==> config.mk <==
export PLATFORM = sky130hd
export DESIGN_NAME = gpio_irq_agg
export DESIGN_NICKNAME = d
export VERILOG_FILES = /design/src/rtl/gpio_irq_pkg.sv /design/src/rtl/gpio_irq_detect.sv /design/src/rtl/gpio_irq_word.sv /design/src/rtl/gpio_irq_regif.sv /design/src/rtl/gpio_irq_agg.sv
export SDC_FILE = /design/constraint.sdc
export NUM_CORES = 1
export LEC_CHECK = 0
export ABC_AREA = 1
export BUFFER_PORTS_ARGS = -buffer_cell sky130_fd_sc_hd__buf_4
export CORE_MARGIN = 4
export CORE_UTILIZATION = 24
export DETAILED_ROUTE_END_ITERATION = 6
export PLACE_DENSITY = 0.49
export SLEW_MARGIN = 0
export SYNTH_ARGS = -nofsm -noshare
export SYNTH_HDL_FRONTEND = slang
export SYNTH_SLANG_ARGS = --single-unit
==> constraint.sdc <==
create_clock -name clk_i -period 1.3 [get_ports clk_i]
set_clock_uncertainty 0.1 [all_clocks]
set_input_delay 0 -clock clk_i [delete_from_list [all_inputs] [get_ports clk_i]]
set_output_delay 0 -clock clk_i [all_outputs]
set_load 0.05 [all_outputs]
==> src/rtl/gpio_irq_pkg.sv <==
package gpio_irq_pkg;
  localparam int unsigned WORD_W = 32;

  // {trigger-select, invert}
  typedef enum logic [1:0] {
    TRIG_RISE   = 2'b00,
    TRIG_FALL   = 2'b01,
    TRIG_LVL_LO = 2'b10,
    TRIG_LVL_HI = 2'b11
  } trig_mode_e;

  function automatic int unsigned words_for(input int unsigned n);
    return (n + WORD_W - 1) / WORD_W;
  endfunction
endpackage

==> src/rtl/gpio_irq_detect.sv <==
module gpio_irq_detect
  import gpio_irq_pkg::*;
#(
  parameter int unsigned N_PINS = 95
) (
  input  logic              clk_i,
  input  logic              rst_ni,
  input  logic [N_PINS-1:0] lvl_i,
  input  logic [N_PINS-1:0] trig_sel_i,
  input  logic [N_PINS-1:0] trig_inv_i,
  output logic [N_PINS-1:0] evt_o
);
  logic [N_PINS-1:0] prev_q;
  logic              past_ok_q;

  always_ff @(posedge clk_i or negedge rst_ni) begin
    if (!rst_ni) begin
      prev_q    <= '0;
      past_ok_q <= 1'b0;
    end else begin
      prev_q    <= lvl_i;
      past_ok_q <= 1'b1;
    end
  end

  for (genvar p = 0; p < N_PINS; p++) begin : g_pin
    trig_mode_e mode;
    assign mode = trig_mode_e'({trig_sel_i[p], trig_inv_i[p]});
    always_comb begin
      unique case (mode)
        TRIG_RISE:   evt_o[p] = lvl_i[p] & ~prev_q[p];
        TRIG_FALL:   evt_o[p] = ~lvl_i[p] & prev_q[p];
        TRIG_LVL_LO: evt_o[p] = ~lvl_i[p];
        TRIG_LVL_HI: evt_o[p] = lvl_i[p];
        default:     evt_o[p] = 1'b0;
      endcase
    end
  end

  // an edge-mode event needs a level change since last cycle
  assert_edge_needs_change_R10: assert property (@(posedge clk_i)
    disable iff (!rst_ni || !past_ok_q)
    ((evt_o & ~trig_sel_i & ~(lvl_i ^ $past(lvl_i))) == '0));
endmodule

==> src/rtl/gpio_irq_word.sv <==
module gpio_irq_word
  import gpio_irq_pkg::*;
#(
  parameter int unsigned VALID_BITS = WORD_W
) (
  input  logic              clk_i,
  input  logic              rst_ni,
  input  logic [WORD_W-1:0] evt_i,
  input  logic [WORD_W-1:0] clr_i,
  input  logic              en_wr_i,
  input  logic [WORD_W-1:0] en_wdata_i,
  output logic [WORD_W-1:0] stat_o,
  output logic [WORD_W-1:0] en_o,
  output logic              pend_o
);
  localparam logic [WORD_W-1:0] VMASK = WORD_W'((64'd1 << VALID_BITS) - 64'd1);

  logic [WORD_W-1:0] stat_q, en_q;

  always_ff @(posedge clk_i or negedge rst_ni) begin
    if (!rst_ni) begin
      stat_q <= '0;
      en_q   <= '0;
    end else begin
      // set dominates clear
      stat_q <= ((stat_q & ~clr_i) | evt_i) & VMASK;
      if (en_wr_i) en_q <= en_wdata_i & VMASK;
    end
  end

  assign stat_o = stat_q;
  assign en_o   = en_q;
  assign pend_o = |(stat_q & en_q);

  assert_w1c_clears_R6: assert property (@(posedge clk_i) disable iff (!rst_ni)
    (|clr_i) |=> ((stat_o & $past(clr_i & ~evt_i & VMASK)) == '0));

  assert_event_wins_R7: assert property (@(posedge clk_i) disable iff (!rst_ni)
    (|(evt_i & VMASK)) |=> ((stat_o & $past(evt_i & VMASK)) == $past(evt_i & VMASK)));
endmodule

==> src/rtl/gpio_irq_regif.sv <==
module gpio_irq_regif
  import gpio_irq_pkg::*;
#(
  parameter int unsigned        N_WORDS   = 3,
  parameter int unsigned        ADDR_W    = 8,
  parameter logic [ADDR_W-1:0]  STAT_BASE = 'h80,
  parameter logic [ADDR_W-1:0]  EN_BASE   = 'h90
) (
  input  logic [ADDR_W-1:0]              addr_i,
  input  logic                           wr_i,
  input  logic [WORD_W-1:0]              wdata_i,
  input  logic [N_WORDS-1:0][WORD_W-1:0] stat_i,
  input  logic [N_WORDS-1:0][WORD_W-1:0] en_i,
  output logic [N_WORDS-1:0][WORD_W-1:0] clr_o,
  output logic [N_WORDS-1:0]             en_wr_o,
  output logic [WORD_W-1:0]              rdata_o
);
  logic [N_WORDS-1:0] stat_hit, en_hit;

  for (genvar k = 0; k < N_WORDS; k++) begin : g_dec
    assign stat_hit[k] = (addr_i == STAT_BASE + ADDR_W'(4 * k));
    assign en_hit[k]   = (addr_i == EN_BASE + ADDR_W'(4 * k));
    assign clr_o[k]    = (wr_i && stat_hit[k]) ? wdata_i : '0;
    assign en_wr_o[k]  = wr_i && en_hit[k];
  end

  always_comb begin
    rdata_o = '0;
    for (int k = 0; k < N_WORDS; k++) begin
      if (stat_hit[k]) rdata_o = rdata_o | stat_i[k];
      if (en_hit[k])   rdata_o = rdata_o | en_i[k];
    end
  end

  // one access targets at most one word
  always_comb begin
    assert_single_word_R5: assert ($onehot0({stat_hit, en_hit}));
  end
endmodule

==> src/rtl/gpio_irq_agg.sv <==
module gpio_irq_agg
  import gpio_irq_pkg::*;
#(
  parameter int unsigned       N_PINS    = 95,
  parameter int unsigned       ADDR_W    = 8,
  parameter logic [ADDR_W-1:0] STAT_BASE = 'h80,
  parameter logic [ADDR_W-1:0] EN_BASE   = 'h90
) (
  input  logic              clk_i,
  input  logic              rst_ni,
  input  logic [N_PINS-1:0] pin_lvl_i,
  input  logic [N_PINS-1:0] trig_sel_i,
  input  logic [N_PINS-1:0] trig_inv_i,
  input  logic [ADDR_W-1:0] reg_addr_i,
  input  logic              reg_wr_i,
  input  logic [WORD_W-1:0] reg_wdata_i,
  output logic [WORD_W-1:0] reg_rdata_o,
  output logic              irq_o
);
  localparam int unsigned N_WORDS = words_for(N_PINS);
  localparam int unsigned PAD_W   = N_WORDS * WORD_W;

  logic [N_PINS-1:0]              evt;
  logic [PAD_W-1:0]               evt_pad, stat_flat, lvl_act;
  logic [N_WORDS-1:0][WORD_W-1:0] stat_w, en_w, clr_w;
  logic [N_WORDS-1:0]             en_wr, pend_w;

  gpio_irq_detect #(.N_PINS(N_PINS)) u_detect (
    .clk_i      (clk_i),
    .rst_ni     (rst_ni),
    .lvl_i      (pin_lvl_i),
    .trig_sel_i (trig_sel_i),
    .trig_inv_i (trig_inv_i),
    .evt_o      (evt)
  );

  assign evt_pad = PAD_W'(evt);

  for (genvar k = 0; k < N_WORDS; k++) begin : g_word
    localparam int unsigned VB =
      ((N_PINS - k * WORD_W) >= WORD_W) ? WORD_W : (N_PINS - k * WORD_W);
    gpio_irq_word #(.VALID_BITS(VB)) u_word (
      .clk_i      (clk_i),
      .rst_ni     (rst_ni),
      .evt_i      (evt_pad[k*WORD_W +: WORD_W]),
      .clr_i      (clr_w[k]),
      .en_wr_i    (en_wr[k]),
      .en_wdata_i (reg_wdata_i),
      .stat_o     (stat_w[k]),
      .en_o       (en_w[k]),
      .pend_o     (pend_w[k])
    );
    assign stat_flat[k*WORD_W +: WORD_W] = stat_w[k];
  end

  gpio_irq_regif #(
    .N_WORDS   (N_WORDS),
    .ADDR_W    (ADDR_W),
    .STAT_BASE (STAT_BASE),
    .EN_BASE   (EN_BASE)
  ) u_regif (
    .addr_i  (reg_addr_i),
    .wr_i    (reg_wr_i),
    .wdata_i (reg_wdata_i),
    .stat_i  (stat_w),
    .en_i    (en_w),
    .clr_o   (clr_w),
    .en_wr_o (en_wr),
    .rdata_o (reg_rdata_o)
  );

  assign irq_o = |pend_w;

  // active level per pin in level mode
  assign lvl_act = PAD_W'(trig_sel_i & ~(pin_lvl_i ^ trig_inv_i));

  assert_level_sets_R3_R4: assert property (@(posedge clk_i) disable iff (!rst_ni)
    (|lvl_act) |=> ((stat_flat & $past(lvl_act)) == $past(lvl_act)));

  assert_irq_needs_enable_R8: assert property (@(posedge clk_i) disable iff (!rst_ni)
    irq_o |-> ((|en_w) && (|stat_flat)));

  assert_reset_quiet_R9: assert property (@(posedge clk_i) disable iff (!rst_ni)
    $rose(rst_ni) |-> !irq_o);
endmodule

==> flow_metrics.py <==
metrics = {
    "placement": {
        "dp_hpwl_um": 40600,
        "globalplace.congestion": 0.799,
        "port_buffers": 360,
        "pre_cts_slack_ns": -0.309,
    },
    "sta": {
        "hold_violations": 0,
        "min_period_ns": 1.99,
        "rsz0062_at_grt": "yes",
        "slew_viol_final": 0,
        "fmax_mhz": 502,
        "fin_setup_tns_ns": -11.29,
        "tightest_slew_ns": 0.589,
        "period_share": 1.53,
        "setup_viol": 33,
        "max_slew_margin": 0.606,
        "postLayoutSetupSlackWorst_ns": -0.693,
    },
    "drt": {
        "routed_wl_um": 61000,
        "vias": 16700,
        "drt_pre_antenna_iters": 7,
        "drtAntennaViolNets": 0,
        "drc": 0,
        "vias_per_cell": 4.34,
        "wire_per_inst_um": 15.8,
        "drt_iter0_markers": 884,
    },
    "synthesis": {
        "synth_area_um2": 14900,
        "ys_ff_latch": 285,
        "syn_area_per_cell_um2": 7.40,
        "synthCells": 2013,
        "synth_nets": 2341,
        "ys_seq_area_frac": 0.479,
        "synth_cell_types": 23,
        "yosys_warnings": 0,
    },
    "setup_path": {
        "rr_worst_depth": 4,
        "critPathKind": "reg -> out",
        "critPathMaxStageDelay_ns": 0.39,
        "crit_chain": "nand2_1, nand2_2, nor2_2, nand2_1, nor2_1, nand2_1, nor2_2, nand2_2, buf_12",
        "critPathCaptureType": "output port",
        "crit_top_cell": "nand2_1",
        "crit_cells": 9,
        "worstPathRequired_ns": 1.20,
        "slowest_stage": "dfrtp_1",
        "path_delay_family": "simple AND/OR/NAND/NOR gates",
        "cp.arrival_ns": 1.89,
        "start_kind": "register",
        "path_buf_inv": 1,
        "worstPathMaxFanout": 2,
    },
    "cts": {
        "cts_max_level": 2,
        "root_buffer": "clkbuf_16",
        "cts_tree": "built",
        "clkLatencyLatePin_ns": 0.56,
        "clockBufferDepth": 3,
        "cts_buffers": 40,
        "cts_sinks": 285,
        "clk_pin_slew_ns": 0.06,
    },
    "finish": {
        "syn2layout_area_growth_pct": 83.6,
        "fin_nets": 3312,
        "ff_latch_area_um2": 7130,
        "fillCellCount": 5789,
        "mostFrequentLayoutCells": "nand2_1, buf_4, dlygate4sd3_1",
        "multiInputGateArea_um2": 7410,
        "drive_above_1_share": 0.296,
        "finalCoreUtilization": 0.444,
        "final_common_cell": "nand2_1",
    },
    "global_routing": {
        "grt_pass1_vias": 17600,
        "grtUsageTotal": 0.179,
        "grt_max_degree": 72,
        "grt_antenna_before_repair": 3,
        "globalRoute.totalOverflow": 0,
        "grt_first_pass_wirelength_um": 94300,
    },
    "pwr": {
        "power_density_nw_per_um2": 918,
        "ir_worst_vdd_mv": 0.642,
        "p_leak_nw": 13.6,
        "total_power_mw": 25.1,
    },
    "job": {
        "cap_viol_max_count": 0,
    },
    "floorplan": {
        "fp.dieH_um": 257,
        "rows": 91,
        "die_w_um": 257,
        "die-area_um2": 66100,
        "ios": 361,
        "initial_core_util": 0.242,
        "coreArea_um2": 61600,
    },
    "run_status": {
        "status": "complete, but fails checks",
        "violations": "negative setup slack",
    },
    "hold_path": {
        "min_path_cells": 2,
        "worstHoldPathType": "in -> reg",
    },
}
## routing by layer
| metal | vias to the layer above | GRT usage | wire length (um) |
|---|---|---|---|
| met5 | - | 0 | 11 |
| met4 | 2 | 0.0585 | 1760 |
| met3 | 106 | 0.0305 | 2850 |
| met2 | 411 | 0.319 | 30700 |
| met1 | 7893 | 0.219 | 25600 |
| li1 | 8305 | - | - |
## state kept, by name (all words and copies together), names as in the netlist
register and cells:
g_word.u_word.en_o 95, g_word.u_word.stat_o 95, u_detect.prev_q 95
## stage by stage
step	area, um^2	instances	hold slack, ns
2_1_floorplan	15000	2013	-0.396
3_3_place_gp	20700	3377	-0.255
3_5_place_dp	20700	3377	-0.256
4_1_cts	26600	3838	0.000818
5_1_grt	27300	3847	0.000568
6_report	27300	3849	0.0222
## final cells by class
| class | count | area share |
|---|---|---|
| Clock buffer | 54 | 0.0430 |
| Antenna cell | 3 | 0.000275 |
| Clock inverter | 13 | 0.00549 |
| Timing Repair Buffer | 994 | 0.345 |
| Multi-Input combinational cell | 1402 | 0.271 |
| Tap cell | 837 | 0.0383 |
| Inverter | 261 | 0.0358 |
| Sequential cell | 285 | 0.261 |
## report_power, final
part,internal (mW),leakage (nW),total (mW),switching [mW]
combinational,2.45,9.65,4.60,2.14
clock,6.89,0.659,11.2,4.27
sequential,9.17,3.25,9.35,0.173
## cells in the mapped netlist (all sizes together)
library cell / number / area [um^2]
nor3: 3 / 31.3
xor2: 95 / 832
dfrtp: 285 / 7130
nand4: 1 / 6.26
buf: 36 / 198
nand3: 176 / 886
o21ai: 190 / 951
inv: 261 / 980
nor2: 65 / 246
and2: 1 / 6.26
o22ai: 95 / 594
nand2: 776 / 2920
clkbuf: 29 / 110
## cell families (layout without fill, tap and decap cells)
logic type,after synthesis,in the layout,share of synthesized area
and+or+nand+nor,1022,1022,0.275
buffers and inverters,326,1322,0.0864
AOI/OAI and AO/OA,285,285,0.104
DFF,285,285,0.479
xor gates and xnor gates,95,95,0.0559
other,0,3,0
## path summary, 6_finish.rpt
path,endpoint,slack [ns],start
max reg2reg,g_word[0].u_word.stat_o[19]$_DFF_PN0_,0.06,u_detect.prev_q[19]$_DFF_PN0_
min reg2reg,g_word[1].u_word.stat_o[16]$_DFF_PN0_,0.40,g_word[1].u_word.stat_o[16]$_DFF_PN0_
min in group asynchronous,g_word[1].u_word.stat_o[29]$_DFF_PN0_,0.37,rst_ni
max,irq_o,-0.69,g_word[2].u_word.en_o[13]$_DFFE_PN0P_
min,u_detect.prev_q[89]$_DFF_PN0_,0.02,pin_lvl_i[89]
max in group asynchronous,g_word[0].u_word.en_o[30]$_DFFE_PN0P_,0.24,rst_ni
## worst reg2reg max path, stage by stage (launching register included)
cell and delay, ns:
dfrtp_1 0.40, o22ai_2 0.21, xor2_2 0.22, buf_4 0.16, nand2_1 0.04
## repair_timing
| item | CTS | global route |
|---|---|---|
| endpoints found under the setup margin | 35 | 241 |
| buffers inserted | 8 | 22 |
| gates cloned | 0 | 1 |
| hold buffers | 393 | 0 |
| pin swaps | 63 | 91 |
| resized for setup | 163 | 184 |
| endpoints found under the hold margin | 570 | 0 |
Note: power is estimated with default switching activity, not from simulation.
